<file path="src/rtl/expiry_timer4.sv">
module expiry_timer4 #(
  parameter int NCH = 4,
  parameter int DW  = 4,
  localparam int SW = $clog2(NCH)
) (
  input  logic           clk,
  input  logic           rst,
  input  logic           load,
  input  logic [SW-1:0]  sel,
  input  logic [DW-1:0]  din,
  output logic [NCH-1:0] expired
);

  logic [DW-1:0]          cnt;
  logic [NCH-1:0]         arm;
  logic [NCH-1:0][DW-1:0] dur_q;

  always_ff @(posedge clk) begin
    if (rst) cnt <= '0;
    else     cnt <= cnt + 1'b1;
  end

  for (genvar i = 0; i < NCH; i++) begin : g_ch
    logic ld, hit;
    assign ld  = load && (sel == SW'(i));
    assign hit = arm[i] && (cnt == dur_q[i]);

    always_ff @(posedge clk) begin
      if (rst) begin
        arm[i]     <= 1'b0;
        dur_q[i]   <= '0;
        expired[i] <= 1'b0;
      end else if (ld) begin
        dur_q[i]   <= din;
        arm[i]     <= (din != '0);
        expired[i] <= 1'b0;
      end else if (hit) begin
        arm[i]     <= 1'b0;
        expired[i] <= 1'b1;
      end
    end
  end

endmodule


</file>
<file path="config.mk">
export PLATFORM = sky130hd
export DESIGN_NAME = expiry_timer4
export DESIGN_NICKNAME = d
export VERILOG_FILES = /design/src/rtl/expiry_timer4.sv
export SDC_FILE = /design/constraint.sdc
export NUM_CORES = 1
export LEC_CHECK = 0
export BUFFER_PORTS_ARGS = -buffer_cell sky130_fd_sc_hd__buf_2
export CAP_MARGIN = 20
export CELL_PAD_IN_SITES_DETAIL_PLACEMENT = 1
export CELL_PAD_IN_SITES_GLOBAL_PLACEMENT = 1
export CORE_MARGIN = 4
export CORE_UTILIZATION = 39
export CTS_CLUSTER_DIAMETER = 200
export DETAILED_ROUTE_END_ITERATION = 10
export GPL_TIMING_DRIVEN = 1
export HOLD_SLACK_MARGIN = 0.02
export PLACE_DENSITY_LB_ADDON = 0.1
export SETUP_SLACK_MARGIN = 0.1
export SYNTH_ARGS = -nofsm -noshare
export SYNTH_HDL_FRONTEND = slang
export SYNTH_SLANG_ARGS = --single-unit
</file>
<file path="constraint.sdc">
create_clock -name clk -period 1.2 [get_ports clk]
set_input_delay 0.18 -clock clk [delete_from_list [all_inputs] [get_ports clk]]
set_output_delay 0.18 -clock clk [all_outputs]
set_load 0.01 [all_outputs]
</file>
Yosys cells after proc, flatten, opt, wreduce, memory -nomap -nowiden. Cells that the tools add are included. Widths: inputs -> output; s select.

Word-level logic and storage cells: 47. Output and inout port bits: 4. Flip-flop bits (word level): 28.

Multiplexer cells: 8. Eq/ne operators: 7. Reduce and logical (&&, ||, !) cells: 18. $add $sub $neg: 1.

Operators by type and width (number): $eq 4x4->1 (4); $logic_and 1x1->1 (8); $mux 1 (8); $reduce_bool 2->1 (4); $reduce_or 2->1 (4); $add 4x1->4 const B (1); $eq 2x2->1 const B (2); $reduce_bool 4->1 (1); $eq 2x1->1 const B (1); $logic_not 2->1 (1).

Longest topological paths before layout.
Depth in word-level cells: 4. Mapped depth: 5.

Least setup slack after synthesis. OpenSTA, ideal clock, no wires.

Kind: reg2reg. Start point: register cnt[1]. End point: register arm[3]. Required time: 1.063 ns. Arrival: 1.083 ns. Setup slack: -0.020 ns. Stages on the path, launching flop included: 5. Setup time: 0.137 ns. Cell sequence: dfxtp_1 > buf_2 > o2111ai_1 > a2111oi_2 > o22ai_1.

Cells in the longest elaborated chain, start to end: 3.

RTL lines: from (decl) (RTL line 14) `logic [DW-1:0] cnt;`; from (signal assigned) (RTL line 20) `else cnt <= cnt + 1'b1;`; $eq 4x4->1 (RTL line 26) `assign hit = arm[i] && (cnt == dur_q[i]);`; $logic_and 1x1->1 (RTL line 26); $reduce_bool 2->1 (no line); to (signal, indexed assignment) (RTL line 35) `arm[i] <= (din != '0);`; to (decl) (RTL line 15) `logic [NCH-1:0] arm;`.

No other way between the ends. A chain may end at the register's enable or synchronous reset.

Worst setup path after layout.
Start point: register cnt[1]. End point: register arm[0].

The elaborated chain is that of the path after synthesis.

==> results by stage <==
Worst setup path:
- The critical path data arrival time is 1.49 ns.
- The startpoint identified for the worst register-to-register timing path is cnt[1]$_SDFF_PP0_.
- The cell with the largest stage delay on the worst path is dfxtp_4.
- The worst reg2reg path depth is 4.
- The worst setup path is captured at a flop.
- The critical path launch point type is a flop.
- The worst register-to-register path has a setup slack of -0.05 ns.
- The endpoint identified for the worst register-to-register timing path is arm[0]$_SDFFE_PP0P_.
- Data on the critical path is required at its endpoint by 1.44 ns.
- Walking the worst path, the cells encountered are xor2_2, nor4_2, buf_4, o22ai_1.
- In this design, the stage delay of the slowest critical-path cell is 0.42 ns.
- The maximum fanout along the worst path is 6.
- The setup path with the least slack is of type reg2reg.

Global route:
- The number of antenna violations at the first check in global routing was 0.
- The first-pass GRT wire length is 5.39 mm.
- For this run, global-route usage on met2 was measured as 32.5%.
- The maximum number of pins on one net before global-route repair is 22.
- The global-route track usage on met3 is 2.08%.
- Global routing consumed, on the met1 layer, 20.2% of the routing resources.
- The global routing stage identified its most utilized layer as met2.
- For this run, the total global-route usage over all layers was measured as 17.3%.
- The global-route congestion overflow total is 0.
- The via count of the first global-routing pass is 1126.

Pwr:
- In this run the power density over the cells is 1060 nW/µm².
- VDD sags by at most 0.479 mV.
- The leakage power total is 0.710 nW.
- The overall power is 1.73 mW.

Detailed routing:
- Dividing the detail-routed wire length by the instance count gives 15.4 µm.
- For this run, design rule violations remaining after detail routing come to 0.
- The number of nets still failing antenna checks after routing is 0.
- The total via count after detailed routing is 1032.
- The first detailed-routing pass ran for 6 iterations.
- The initial DRC count is 24.
- Using the TritonRoute via totals, the vias-per-cell ratio works out to 4.94.
- After detailed routing, the total wire length is 3.21 mm.

Yosys:
- The sequential fraction of the synthesis area is 45.2%.
- The number of nets handed over by synthesis was 143.
- The flip-flop and latch count after synthesis is 28.
- Dividing the synthesized area by the synthesized cell count gives 9.33 µm².
- Yosys printed 0 warnings.
- The count of flip-flops with a built-in enable after synthesis is 0.
- The synthesized instance count is 133.
- The distinct cell type count after synthesis is 34.
- The area of the mapped netlist is 1240 µm².
- The most used flip-flop cell after synthesis is dfxtp_1.
- For this run, asynchronously set or reset flops after synthesis account for 0%.

STA:
- Derived from the worst setup path, the maximum achievable clock frequency is 803 MHz.
- After layout, the worst setup slack is -0.0459 ns.
- In this run the tightest slew margin relative to its limit is 74.2%.
- In the finished design, the share of the clock period the worst path needs comes to 104%.
- Setup repair after global routing could not meet its margin everywhere.
- The number of max-slew violations in the final report is 0.
- The clock skew after layout is 0.00702 ns.
- The final-layout worst hold slack is 0.163 ns.
- The measured slew at the worst slew-check pin is 0.383 ns.
- The clock period minus final worst setup slack is 1.25 ns.
- Setup violations remaining at the end of the flow were counted as 2.
- The final hold violation count came to 0.

Clock network:
- Counting along the longest clock path gives a buffer depth of 2.
- The clock slew seen by the registers of the worst setup and hold paths is 0.15 ns.
- The count of clock tree sinks is 28.
- The CTS buffer count is 3.
- The later pin in the worst-skew pair is clocked with a latency of 0.33 ns.
- After clock tree synthesis, the flow added hold-fix buffers numbering 0.
- CTS placed an instance of clkbuf_4 at the clock tree root.
- CTS built an H-tree with a depth of 1.
- The CTS tree is done.

Worst hold path:
- The path with the worst hold slack has its endpoint at dur_q[15]$_SDFFE_PP0P_.
- The class of the tightest hold or removal check is in2reg.
- The worst hold path was traced through 3 stages.
- The worst hold path begins at din[3].

Cells and area:
- The count of nets after finishing is 177.
- The post-layout instance count excluding filler cells is 209.
- The fill cell instance count of the final layout is 382.
- Of the cells placed in the final design, the portion with a size suffix greater than 1 is 35.8%.
- The area occupied by registers is 576 µm².
- The area of the multi-input gates is 698 µm².
- The number of diodes added for antenna fixing is 0.
- The post-route core utilization is 53.4%.
- The layout-stage area growth over the synthesis result is 31.4%.

Die:
- The die footprint is 4150 µm².
- The floorplan has 20 rows.
- The placeable core region is 3050 µm².
- The initial core utilization is 40.7%.
- The vertical die dimension is 64.4 µm.
- During I/O placement, the number of pins put on the boundary was 13.
- The overall die width is 64.4 µm.

Placement:
- Input and output buffers added on the ports amount to 12.
- The number of placed instances, taps included, is 202.
- After legalization and detailed placement, the total HPWL measured 2.37 mm.
- Routability-driven placement finished with a final weighted congestion of 0.746.

Outcome:
- The run finished, with violations left.
- The checks that failed: negative setup slack.

Run:
- The tool flagged a number of max-cap violations equal to 0.
-- through the flow --
| step | TNS [ns] | worst slack (ns) | instance area (µm²) |
|---|---|---|---|
| global route | -0.435 | -0.137 | 1630 |
| CTS | -0.0131 | -0.00910 | 1580 |
| global placement | -0.122 | -0.0481 | 1470 |
| detailed placement | -0.314 | -0.0878 | 1470 |
| floorplan | 0 | 0.0651 | 1250 |
| finish | -0.0632 | -0.0459 | 1630 |
-- cell usage in the layout (no fill, tap or decap), drive strengths merged --
cell | synthesis | routed
buf | 4 | 35
ha | 1 | 1
o21a | 1 | 1
mux2i | 8 | 8
o211a | 1 | 1
nand3b | 1 | 1
nand4 | 1 | 1
o22ai | 4 | 4
nand2b | 2 | 2
xor2 | 11 | 11
and3 | 1 | 1
nand3 | 5 | 5
or2 | 1 | 1
dfxtp | 28 | 28
clkbuf | 2 | 3
nor2b | 1 | 1
nor2 | 13 | 13
nor3 | 2 | 2
o2111ai | 1 | 1
a2111oi | 1 | 1
o41ai | 1 | 1
a21oi | 11 | 11
inv | 5 | 5
and2 | 1 | 1
nand2 | 18 | 18
xnor2 | 4 | 4
a211oi | 1 | 1
nor3b | 1 | 1
nor4 | 2 | 2
-- area by class of cell --
| class | count | area share, % |
|---|---|---|
| Tap cell | 44 | 3.38 |
| Multi-Input combinational cell | 94 | 42.8 |
| Timing Repair Buffer | 35 | 16.0 |
| Clock buffer | 3 | 1.38 |
| Inverter | 5 | 1.15 |
| Sequential cell | 28 | 35.3 |
-- worst max-delay path by stage --
stage	start	to	slack, ns
5_1_grt	cnt[1]$_SDFF_PP0_	expired[0]$_SDFFE_PP0P_	-0.14
3_3_place_gp	cnt[0]$_SDFF_PP0_	expired[2]$_SDFFE_PP0P_	-0.05
4_1_cts	cnt[3]$_SDFF_PP0_	expired[3]$_SDFFE_PP0P_	-0.009
6_report	cnt[1]$_SDFF_PP0_	arm[0]$_SDFFE_PP0P_	-0.05
2_1_floorplan	cnt[2]$_SDFF_PP0_	arm[3]$_SDFFE_PP0P_	0.07
3_5_place_dp	cnt[0]$_SDFF_PP0_	arm[3]$_SDFFE_PP0P_	-0.09
-- timing repair --
item                       4_1_cts  5_1_grt
hold endpoints to repair         0        0
pin swaps                        6        6
setup endpoints to repair       10        9
buffers inserted                 3        2
gates resized for setup         14        8
-- flip-flops by register name (all words and copies together) (netlist names) --
register	flops
arm	4
expired	4
dur_q	16
cnt	4
-- critical path: cells and delay by family, from the launching register on --
kind / cells / cell delay, ns
DFF: 1 / 0.42
and+or+nand+nor: 1 / 0.34
buffers and inverters: 1 / 0.17
xor gates and xnor gates: 1 / 0.16
AOI/OAI and AO/OA: 1 / 0.07
-- routing by layer --
metal / wire length [µm] / part of all wire, %
met1: 1380 / 43
met2: 1730 / 54
met3: 55 / 1.7
met4: 50 / 1.6
met5: 0 / 0
-- synth_stat cells (2+ instances only) --
master,number,area [µm²]
clkbuf_1,2,7.51
inv_2,2,7.51
xor2_1,11,96.3
xnor2_1,4,35.0
buf_6,2,22.5
mux2i_1,8,80.1
nand2_1,18,67.6
inv_1,3,11.3
buf_2,2,10.0
nand2b_2,2,17.5
o22ai_1,4,25.0
nor2_1,12,45.0
dfxtp_1,28,561
nand3_1,5,25.0
a21oi_1,11,55.1
-- report_power, final --
part           leakage (nW)  switching [mW]  internal, mW
logic                 0.466           0.150         0.166
registers             0.231          0.0474         0.968
clock network        0.0138           0.276         0.118
-- logic make-up after synthesis --
family          count (synthesis)  synth area share [%]
buf+inv                        11                  4.74
simple gates                   49                  20.4
mux                             8                  6.45
compound gates                 21                  11.7
xor+xnor                       15                  10.6
flops                          28                  45.2
fa+ha+maj                       1                  1.01
Note: power is estimated with default switching activity, not from simulation.
